**config.mk**
```make
export PLATFORM = sky130hd
export DESIGN_NAME = can_bit_timer
export DESIGN_NICKNAME = d
export VERILOG_FILES = /design/src/rtl/cbt_pkg.sv /design/src/rtl/cbt_cfg_check.sv /design/src/rtl/cbt_prescaler.sv /design/src/rtl/cbt_edge_det.sv /design/src/rtl/cbt_seg_fsm.sv /design/src/rtl/can_bit_timer.sv
export SDC_FILE = /design/constraint.sdc
export NUM_CORES = 1
export LEC_CHECK = 0
export ABC_CLOCK_PERIOD_IN_PS = 6100
export BUFFER_PORTS_ARGS = -buffer_cell sky130_fd_sc_hd__buf_2
export CAP_MARGIN = 20
export CELL_PAD_IN_SITES_DETAIL_PLACEMENT = 0
export CELL_PAD_IN_SITES_GLOBAL_PLACEMENT = 1
export CORE_MARGIN = 2
export CORE_UTILIZATION = 43
export DETAILED_ROUTE_END_ITERATION = 8
export PLACE_DENSITY_LB_ADDON = 0.3
export SLEW_MARGIN = 20
export SYNTH_ARGS = -nofsm -noshare
export SYNTH_HDL_FRONTEND = slang
export SYNTH_SLANG_ARGS = --single-unit
```
**constraint.sdc**
```tcl
create_clock -name clk -period 6.1 [get_ports clk]
set_input_delay 0.305 -clock clk [delete_from_list [all_inputs] [get_ports clk]]
set_output_delay 0.305 -clock clk [all_outputs]
set_load 0.05 [all_outputs]
```
**src/rtl/cbt_pkg.sv**
```systemverilog
package cbt_pkg;

    typedef enum logic [1:0] {
        SEG_SYNC = 2'd0,
        SEG_TS1  = 2'd1,
        SEG_TS2  = 2'd2
    } seg_e;

    localparam int TS1_MIN_Q = 2;
    localparam int TS1_MAX_Q = 16;
    localparam int TS2_MIN_Q = 2;
    localparam int TS2_MAX_Q = 8;
    localparam int BIT_MIN_Q = 8;
    localparam int BIT_MAX_Q = 25;

endpackage

```
**src/rtl/cbt_cfg_check.sv**
```systemverilog
module cbt_cfg_check
    import cbt_pkg::*;
#(
    parameter int TS1_W = 4,
    parameter int TS2_W = 3
) (
    input  logic [TS1_W-1:0] tseg1,
    input  logic [TS2_W-1:0] tseg2,
    output logic             cfg_err
);
    localparam int SUM_W = ((TS1_W > TS2_W) ? TS1_W : TS2_W) + 2;

    logic [SUM_W-1:0] q1;
    logic [SUM_W-1:0] q2;
    logic [SUM_W-1:0] qbit;

    always_comb begin
        q1   = SUM_W'(tseg1) + 1'b1;
        q2   = SUM_W'(tseg2) + 1'b1;
        qbit = q1 + q2 + 1'b1;
        cfg_err = (q1 < SUM_W'(TS1_MIN_Q)) || (q1 > SUM_W'(TS1_MAX_Q))
               || (q2 < SUM_W'(TS2_MIN_Q)) || (q2 > SUM_W'(TS2_MAX_Q))
               || (qbit < SUM_W'(BIT_MIN_Q)) || (qbit > SUM_W'(BIT_MAX_Q))
               || (q1 <= q2);
    end

endmodule

```
**src/rtl/cbt_prescaler.sv**
```systemverilog
module cbt_prescaler #(
    parameter int BRP_W = 6
) (
    input  logic             clk,
    input  logic             rst_n,
    input  logic [BRP_W-1:0] brp,
    input  logic             restart,
    output logic             tick
);
    localparam int CNT_W = BRP_W + 1;

    logic [CNT_W-1:0] cnt;
    logic [CNT_W-1:0] lim;

    // last count of a quantum is 2*(brp+1)-1 = 2*brp+1
    assign lim  = {brp, 1'b1};
    assign tick = (cnt >= lim);

    always_ff @(posedge clk) begin
        if (!rst_n) begin
            cnt <= '0;
        end else if (restart || tick) begin
            cnt <= '0;
        end else begin
            cnt <= cnt + 1'b1;
        end
    end


    tq_gap_chk: assert property (@(posedge clk) disable iff (!rst_n)
        tick |=> !tick);

endmodule

```
**src/rtl/cbt_edge_det.sv**
```systemverilog
module cbt_edge_det (
    input  logic clk,
    input  logic rst_n,
    input  logic rx,
    output logic fall
);
    logic rx_q;

    always_ff @(posedge clk) begin
        if (!rst_n) begin
            rx_q <= 1'b1;
        end else begin
            rx_q <= rx;
        end
    end

    assign fall = rx_q & ~rx;


    fall_once_chk: assert property (@(posedge clk) disable iff (!rst_n)
        fall |=> !fall);

endmodule

```
**src/rtl/cbt_seg_fsm.sv**
```systemverilog
module cbt_seg_fsm
    import cbt_pkg::*;
#(
    parameter int TS1_W = 4,
    parameter int TS2_W = 3,
    parameter int SJW_W = 2
) (
    input  logic             clk,
    input  logic             rst_n,
    input  logic             tick,
    input  logic             fall,
    input  logic             idle,
    input  logic             rx,
    input  logic [TS1_W-1:0] tseg1,
    input  logic [TS2_W-1:0] tseg2,
    input  logic [SJW_W-1:0] sjw,
    output logic             hard_sync,
    output logic             tq_tick_o,
    output logic             sample_stb_o,
    output logic             sample_bit_o,
    output logic             tx_stb_o
);
    localparam int MAX_LEN = (1 << TS1_W) + (1 << SJW_W);
    localparam int CNT_W   = $clog2(MAX_LEN + 1);

    seg_e             state, state_n;
    logic [CNT_W-1:0] qcnt, qcnt_n;
    logic [CNT_W-1:0] len1, len1_n;
    logic [CNT_W-1:0] len2, len2_n;
    logic             rs_done, rs_done_n;
    logic             smp, bstart;

    logic [CNT_W-1:0] cfg1, cfg2, jump;
    logic [CNT_W-1:0] err1, adj1, rem2, adj2;

    // segment lengths and the correction limit in quanta
    always_comb begin
        cfg1 = CNT_W'(tseg1) + 1'b1;
        cfg2 = CNT_W'(tseg2) + 1'b1;
        jump = CNT_W'(sjw) + 1'b1;
        err1 = qcnt + 1'b1;
        adj1 = (err1 < jump) ? err1 : jump;
        if (qcnt + 1'b1 >= len2) begin
            rem2 = '0;
        end else begin
            rem2 = len2 - qcnt - 1'b1;
        end
        adj2 = (rem2 < jump) ? rem2 : jump;
    end

    // next-state logic
    always_comb begin
        state_n   = state;
        qcnt_n    = qcnt;
        len1_n    = len1;
        len2_n    = len2;
        rs_done_n = rs_done;
        smp       = 1'b0;
        bstart    = 1'b0;
        hard_sync = idle && fall;

        if (hard_sync) begin
            state_n   = SEG_SYNC;
            qcnt_n    = '0;
            rs_done_n = 1'b0;
            len1_n    = cfg1;
            len2_n    = cfg2;
        end else begin
            if (fall && !rs_done) begin
                unique case (state)
                    SEG_SYNC: ;
                    SEG_TS1: begin
                        len1_n    = len1 + adj1;
                        rs_done_n = 1'b1;
                    end
                    SEG_TS2: begin
                        len2_n    = len2 - adj2;
                        rs_done_n = 1'b1;
                    end
                endcase
            end
            if (tick) begin
                unique case (state)
                    SEG_SYNC: begin
                        state_n = SEG_TS1;
                        qcnt_n  = '0;
                        len1_n  = cfg1;
                        len2_n  = cfg2;
                    end
                    SEG_TS1: begin
                        if (qcnt + 1'b1 >= len1_n) begin
                            state_n   = SEG_TS2;
                            qcnt_n    = '0;
                            smp       = 1'b1;
                            rs_done_n = 1'b0;
                        end else begin
                            qcnt_n = qcnt + 1'b1;
                        end
                    end
                    SEG_TS2: begin
                        if (qcnt + 1'b1 >= len2_n) begin
                            state_n = SEG_SYNC;
                            qcnt_n  = '0;
                            bstart  = 1'b1;
                        end else begin
                            qcnt_n = qcnt + 1'b1;
                        end
                    end
                endcase
            end
        end
    end

    // state register
    always_ff @(posedge clk) begin
        if (!rst_n) begin
            state   <= SEG_SYNC;
            qcnt    <= '0;
            len1    <= '0;
            len2    <= '0;
            rs_done <= 1'b0;
        end else begin
            state   <= state_n;
            qcnt    <= qcnt_n;
            len1    <= len1_n;
            len2    <= len2_n;
            rs_done <= rs_done_n;
        end
    end

    // registered outputs
    always_ff @(posedge clk) begin
        if (!rst_n) begin
            tq_tick_o    <= 1'b0;
            sample_stb_o <= 1'b0;
            sample_bit_o <= 1'b1;
            tx_stb_o     <= 1'b0;
        end else begin
            tq_tick_o    <= tick;
            sample_stb_o <= smp;
            tx_stb_o     <= bstart;
            if (smp) begin
                sample_bit_o <= rx;
            end
        end
    end


    sample_one_clk_chk: assert property (@(posedge clk) disable iff (!rst_n)
        sample_stb_o |=> !sample_stb_o);


    sample_then_ts2_chk: assert property (@(posedge clk) disable iff (!rst_n)
        sample_stb_o |-> state == SEG_TS2);


    tx_in_sync_chk: assert property (@(posedge clk) disable iff (!rst_n)
        tx_stb_o |-> state == SEG_SYNC);


    ts1_growth_chk: assert property (@(posedge clk) disable iff (!rst_n)
        (state == SEG_TS1 && fall && !rs_done && !idle) |=> (len1 > $past(len1)));


    ts2_shrink_chk: assert property (@(posedge clk) disable iff (!rst_n)
        (state == SEG_TS2 && fall && !rs_done && !idle) |=> (len2 <= $past(len2)));


    one_resync_chk: assert property (@(posedge clk) disable iff (!rst_n)
        (state == SEG_TS2 && rs_done && !idle) |=> (len2 == $past(len2)));

endmodule

```
**src/rtl/can_bit_timer.sv**
```systemverilog
module can_bit_timer #(
    parameter int BRP_W = 6,
    parameter int TS1_W = 4,
    parameter int TS2_W = 3,
    parameter int SJW_W = 2
) (
    input  logic             clk,
    input  logic             rst_n,
    input  logic [BRP_W-1:0] brp,
    input  logic [TS1_W-1:0] tseg1,
    input  logic [TS2_W-1:0] tseg2,
    input  logic [SJW_W-1:0] sjw,
    input  logic             rx_sync,
    input  logic             bus_idle,
    output logic             tq_tick,
    output logic             sample_stb,
    output logic             sample_bit,
    output logic             tx_stb,
    output logic             cfg_err
);
    logic tick;
    logic fall;
    logic hard_sync;

    cbt_prescaler #(.BRP_W(BRP_W)) u_pre (
        .clk     (clk),
        .rst_n   (rst_n),
        .brp     (brp),
        .restart (hard_sync),
        .tick    (tick)
    );

    cbt_edge_det u_edge (
        .clk   (clk),
        .rst_n (rst_n),
        .rx    (rx_sync),
        .fall  (fall)
    );

    cbt_seg_fsm #(.TS1_W(TS1_W), .TS2_W(TS2_W), .SJW_W(SJW_W)) u_fsm (
        .clk          (clk),
        .rst_n        (rst_n),
        .tick         (tick),
        .fall         (fall),
        .idle         (bus_idle),
        .rx           (rx_sync),
        .tseg1        (tseg1),
        .tseg2        (tseg2),
        .sjw          (sjw),
        .hard_sync    (hard_sync),
        .tq_tick_o    (tq_tick),
        .sample_stb_o (sample_stb),
        .sample_bit_o (sample_bit),
        .tx_stb_o     (tx_stb)
    );

    cbt_cfg_check #(.TS1_W(TS1_W), .TS2_W(TS2_W)) u_cfg (
        .tseg1   (tseg1),
        .tseg2   (tseg2),
        .cfg_err (cfg_err)
    );

endmodule

```
==> flow_summary.yaml, run 1 <==
clocking:
  cts_buffer_depth: 2
  clock-sinks: 30
  cts_resized: 0
  cts.clk_slew.worst_paths_ps: 60
  cts_tree: "built"
  clock_latency_ps: 280
  cts_hold_buf: 0
  cts_setup_buffers: 0
  cts_root_buffer: "clkbuf_8"
  cts-buffers-inserted: 5
  htreeDepth: 2
worst_setup_path:
  setup.worst_path.class: "register to register"
  cp.required_ps: 6270
  crit_path_top_delay_cell: "fa_1"
  worstPathMaxFanout: 8
  crit_path_end_kind: "register"
  crit_top_cell: "ha_1"
  start_kind: "register"
  worst-endpoint-arrival_ps: 5690
  cp_top_family: "compound AO/OA/AOI/OAI gates"
  cp.buffers_inverters: 1
  cpPeakStageDelay_ps: 430
layout:
  n_antenna_cell: 0
  drive_gt1_frac: 0.1168
  fin_nets: 447
  fillerInstances: 642
  utilization: 0.4899
  areaGrowthSynthToFinish_pct: 10.10
  final_cells: 445
synthesis:
  synth_ff_type: "dfxtp_1"
  async_flop_share: 0
  yosys.area.top_type: "ha_1"
  synth_commonest_cells: "ha_1 (55), nor2_1 (36), inv_1 (32)"
  yosysWarnings: 0
  synth_cell_types: 50
  synthesis.nets: 419
  synth_area_leaders: "ha_1 (24%), dfxtp_1 (21%), a21oi_1 (5.3%)"
  synth_edf_count: 0
  yosysSeqAreaShare: 0.2126
  synth_most_common_cell: "ha_1"
  syn_inst: 341
  syn_area_mm2: 0.002825
  syn_avg_cell_area_um2: 8.285
  yosys.area.top_type_share: 0.2436
  ys_seq_elements: 30
floorplanning:
  io_pins: 24
  start_util: 0.4449
  coreArea_mm2: 0.006350
  die-area_mm2: 0.007234
  die_width_um: 85.06
  die_y_um: 85.06
  rows: 29
sta:
  grt_setup_unrepaired: "false"
  hold_violations: 0
  setup_viol: 0
  setup_tns_ps: 0
  slew-limit-headroom: 0.4332
  clock.fmax_mhz: 181.3
  finalHoldWorstSlack_ps: 253.2
  finClkSkew_ps: 1.717
  slew_violations: 0
  fin_crit_sh: 0.9043
  worst_slew_pin_slew_ps: 845.6
  min_period_ps: 5516
grt:
  grt_pass1_wl_um: 10450
  antenna_found_initial: 0
  overflow: 0
  track_usage: 0.1794
  grt_max_degree: 16
  grt_pass1_vias: 2258
placed_design:
  gp_congestion: 0.8251
  port_buffers: 23
  dp_hpwl_um: 5029
  dp_cells: 439
routing:
  detail_route.first_pass.iterations: 7
  wl_per_cell_um: 13.65
  vias: 2351
  drc_errors: 0
  wl_um: 6075
  ant_nets: 0
  vias_per_cell: 5.283
  drt_iter0_markers: 53
min_path:
  hold_path.class: "input pin to register"
pwr:
  ir_worst_vdd_uv: 169.7
  power_leakage_nw: 1.437
  power.density_mw_per_mm2: 176.8
status:
  status: "completed"
job:
  drv_cap: 0
==> worst reg2reg max path: stages, from the launching register on <==
cell and delay [ps]:
dfxtp_2 370, ha_1 240, or2b_1 240, nand2_1 180
ha_1 280, a21oi_1 140, a21oi_1 80, a211o_1 310
nor2_1 170, ha_1 290, a21oi_1 210, a21boi_0 110
o32ai_1 320, ha_1 220, inv_1 60, fa_1 430
a21oi_1 140, nor2b_1 70, nor3b_2 170, xnor2_1 120
ha_1 300, nand3_1 70, o21ai_0 210, o22ai_1 170
and2_1 250, a32o_1 270
==> area by class of cell <==
class | instances | area, um2 | area share
repair buffers | 25 | 130.1 | 0.04183
clock buffers | 6 | 82.58 | 0.02655
multi-input cells | 273 | 2072 | 0.6661
flip-flops and latches | 30 | 601.8 | 0.1935
well taps | 77 | 96.34 | 0.03097
inverters | 34 | 127.6 | 0.04103
==> final timing paths <==
check                                                  from                           to  cells past startpoint  slack (ps)
worst max-delay path             u_fsm.qcnt[0]$_SDFFE_PP0N_   u_fsm.qcnt[4]$_SDFFE_PP0N_                     25         580
worst min-delay path                                rx_sync       u_edge.rx_q$_SDFF_PN1_                      2         250
worst max register to register   u_fsm.qcnt[0]$_SDFFE_PP0N_   u_fsm.qcnt[4]$_SDFFE_PP0N_                     25         580
worst min register to register  u_fsm.state[1]$_SDFFE_PP0P_  u_fsm.state[1]$_SDFFE_PP0P_                      2         490
==> flip-flops by register name, summed over array words and instances, names as in the netlist, 2 cells and up <==
name         count
u_pre.cnt        7
u_fsm.len1       5
u_fsm.len2       5
u_fsm.qcnt       5
u_fsm.state      2
==> power by group <==
group / switching [W] / internal, W
sequential: 0.00000559 / 0.000202
clock: 0.0000687 / 0.0000867
combinational: 0.000107 / 0.0000797
==> metal layers <==
metal | wire [um] | global-route usage | part of all wire | up-vias
li1 | - | - | - | 1251
met4 | 78 | 0.04618 | 0.013 | 0
met3 | 180 | 0.03307 | 0.030 | 7
met1 | 3137 | 0.2567 | 0.52 | 1060
met5 | 0 | 0 | 0 | -
met2 | 2678 | 0.2777 | 0.44 | 33
==> cell families after synthesis <==
| kind of cell | Yosys count | synth area share |
|---|---|---|
| multiplexers | 8 | 0.03100 |
| adder cells (fa/ha/maj) | 59 | 0.2719 |
| XOR/XNOR | 23 | 0.07130 |
| flip-flops | 30 | 0.2126 |
| buffers and inverters | 38 | 0.05403 |
| other | 2 | 0.002658 |
| AO/OA/AOI/OAI | 77 | 0.1714 |
| AND/OR/NAND/NOR | 104 | 0.1851 |
==> cell usage in the layout, fill, tap and decap left out, types with 4 or more instances in the layout <==
cell type	count
nand2_1	23
xnor2_1	14
a32o_1	4
nor2_1	36
nand3_1	14
nand2b_1	5
o21ai_0	11
mux2i_1	5
a211oi_1	6
and3_1	5
ha_1	55
xor2_1	9
inv_1	32
fa_1	4
a21o_1	6
clkbuf_8	6
buf_2	23
dfxtp_1	29
a21oi_1	30
==> through the flow <==
| stage | area, um2 | total power [W] | worst slack (ps) |
|---|---|---|---|
| 2_1_floorplan | 2825 | 0.0003546 | 1125 |
| 3_3_place_gp | 3027 | 0.0003951 | 648.3 |
| 3_5_place_dp | 3027 | 0.0003971 | 559.9 |
| 4_1_cts | 3109 | 0.0005538 | 518.0 |
| 6_report | 3110 | 0.0005500 | 583.6 |
| 5_1_grt | 3110 | 0.0005892 | 0.1434 |
Note: power is estimated with default switching activity, not from simulation.
==> run 2, diff against run 1 <==
--- a/config.mk
+++ b/config.mk
@@ -5,11 +5,12 @@
 export SDC_FILE = /design/constraint.sdc
 export NUM_CORES = 1
 export LEC_CHECK = 0
-export ABC_CLOCK_PERIOD_IN_PS = 6100
+export ABC_CLOCK_PERIOD_IN_PS = 6200
 export BUFFER_PORTS_ARGS = -buffer_cell sky130_fd_sc_hd__buf_2
 export CAP_MARGIN = 20
 export CELL_PAD_IN_SITES_DETAIL_PLACEMENT = 0
 export CELL_PAD_IN_SITES_GLOBAL_PLACEMENT = 1
+export CORE_ASPECT_RATIO = 0.7
 export CORE_MARGIN = 2
 export CORE_UTILIZATION = 43
 export DETAILED_ROUTE_END_ITERATION = 8
==> constraint.sdc (replaced) <==
create_clock -name clk -period 6.2 [get_ports clk]
set_input_delay 0.31 -clock clk [delete_from_list [all_inputs] [get_ports clk]]
set_output_delay 0.31 -clock clk [all_outputs]
set_load 0.05 [all_outputs]
==> run 2 against run 1 <==
Non-clock buffer count did not move; setup slack got worse by 96 ps; combinational power barely moved; sequential power barely moved; maximum frequency fell by 3.4%; critical path depth did not move; clock-buffer cell count did not move; critical path type unchanged; largest power group unchanged; hold slack got worse by 6.7 ps.
==> flow_summary.yaml, run 2 (synthesized netlist as in run 1, its figures left out) <==
routing:
  ant_nets: 0
  wl_per_cell_um: 14.15
  vias_per_cell: 5.185
  vias: 2323
  detail_route.first_pass.iterations: 4
  drc_errors: 0
  wl_um: 6339
  drt_iter0_markers: 134
layout:
  areaGrowthSynthToFinish_pct: 10.54
  final_cells: 448
  regMostFlops: "u_pre.cnt"
  mostFrequentLayoutCell: "ha_1"
  n_antenna_cell: 0
  drive_gt1_frac: 0.1189
  final_area_mm2: 0.003123
  fin_nets: 447
  largest_register_ffs: 7
  layout_common_cells: "ha_1 (55), nor2_1 (36), inv_1 (32), a21oi_1 (30), dfxtp_1 (30)"
pwr:
  comb_power_share: 0.333
  power.density_mw_per_mm2: 178.2
  sw_frac_of_total: 0.3408
  seqPwrFrac: 0.368
  intPower_w: 0.0003668
  power_leakage_nw: 1.441
  ir_worst_vdd_uv: 121.6
  power.total_w: 0.0005564
  switching_power_w: 0.0001896
  clkPwrFrac: 0.299
status:
  status: "completed"
worst_setup_path:
  worst-endpoint-arrival_ps: 5890
  cp.required_ps: 6380
  crit_top_cell: "ha_1"
  crit_path_top_delay_cell: "fa_1"
  worstPathMaxFanout: 8
  crit_cells: 25
  cp_top_family: "compound AO/OA/AOI/OAI gates"
  worstRegToRegCells: 25
  cp.buffers_inverters: 1
  start_kind: "register"
  cpPeakStageDelay_ps: 430
  setup.worst_path.class: "register to register"
  crit_path_end_kind: "register"
clocking:
  cts.clk_slew.worst_paths_ps: 70
  cts_root_buffer: "clkbuf_8"
  cts_setup_buffers: 0
  cts_tree: "built"
  cts_hold_buf: 0
  cts-buffers-inserted: 5
  clock-sinks: 30
  htreeDepth: 2
  clock_latency_ps: 290
  cts_buffer_depth: 2
  cts_resized: 0
sta:
  worst_slew_pin_slew_ps: 877.2
  min_period_ps: 5712
  grt_setup_unrepaired: "false"
  setup_tns_ps: 0
  clock.fmax_mhz: 175.1
  finClkSkew_ps: 8.739
  slew_violations: 0
  slew-limit-headroom: 0.4120
  hold_violations: 0
  fin_crit_sh: 0.9213
  setup_viol: 0
placed_design:
  postPlaceCellArea_mm2: 0.003028
  gp_congestion: 0.8398
  port_buffers: 23
  dp_cells: 440
  dp_hpwl_um: 5141
floorplanning:
  die-area_mm2: 0.007245
  coreArea_mm2: 0.006276
  start_util: 0.4502
  die_y_um: 71.82
  die_width_um: 100.9
  io_pins: 24
  rows: 24
grt:
  antenna_found_initial: 0
  overflow: 0
  track_usage: 0.1915
  grt_pass1_wl_um: 10950
  grt_pass1_vias: 2189
  grt_max_degree: 16
min_path:
  whs_path_depth: 2
  hold_path.class: "input pin to register"
job:
  drv_cap: 0
-- run 2: layout make-up --
class	count	area, um2
clock inverters	2	12.51
flip-flops and latches	30	600.6
fillers	620	3153
multi-input cells	273	2072
well taps	78	97.59
clock buffers	6	82.58
inverters	34	127.6
repair buffers	25	130.1
-- run 2: worst paths after layout --
kind,start,endpoint,slack (ps)
setup / recovery,u_fsm.qcnt[0]$_SDFFE_PP0N_,u_fsm.qcnt[3]$_SDFFE_PP0N_,490
hold / removal,rst_n,u_edge.rx_q$_SDFF_PN1_,250
setup reg to reg,u_fsm.qcnt[0]$_SDFFE_PP0N_,u_fsm.qcnt[3]$_SDFFE_PP0N_,490
hold reg to reg,u_pre.cnt[0]$_SDFF_PP0_,u_pre.cnt[0]$_SDFF_PP0_,480
-- run 2: stage by stage --
stage / hold WS, ps / util / worst slack (ps)
floorplan: 383.0 / - / 1225
global placement: 440.9 / 0.4825 / 743.2
detailed placement: 470.7 / 0.4825 / 562.8
CTS: 241.9 / 0.4976 / 541.0
global route: 265.6 / 0.4976 / 58.11
finish: 246.4 / 0.4976 / 487.7
-- run 2: power groups by stage --
stage | registers (W) | clock network, W | logic [W]
floorplan | 0.000206 | 0 | 0.000142
global placement | 0.000209 | 0 | 0.000181
detailed placement | 0.000209 | 0 | 0.000184
CTS | 0.000204 | 0.000169 | 0.000185
global route | 0.000205 | 0.000178 | 0.000211
finish | 0.000205 | 0.000166 | 0.000185
-- run 2: per-layer routing --
metal | vias up | GRT usage | wire length (um)
li1 | 1252 | - | -
met1 | 1031 | 0.3033 | 3692
met2 | 38 | 0.2659 | 2419
met3 | 2 | 0.03512 | 201
met4 | 0 | 0.03957 | 25
met5 | - | 0 | 0
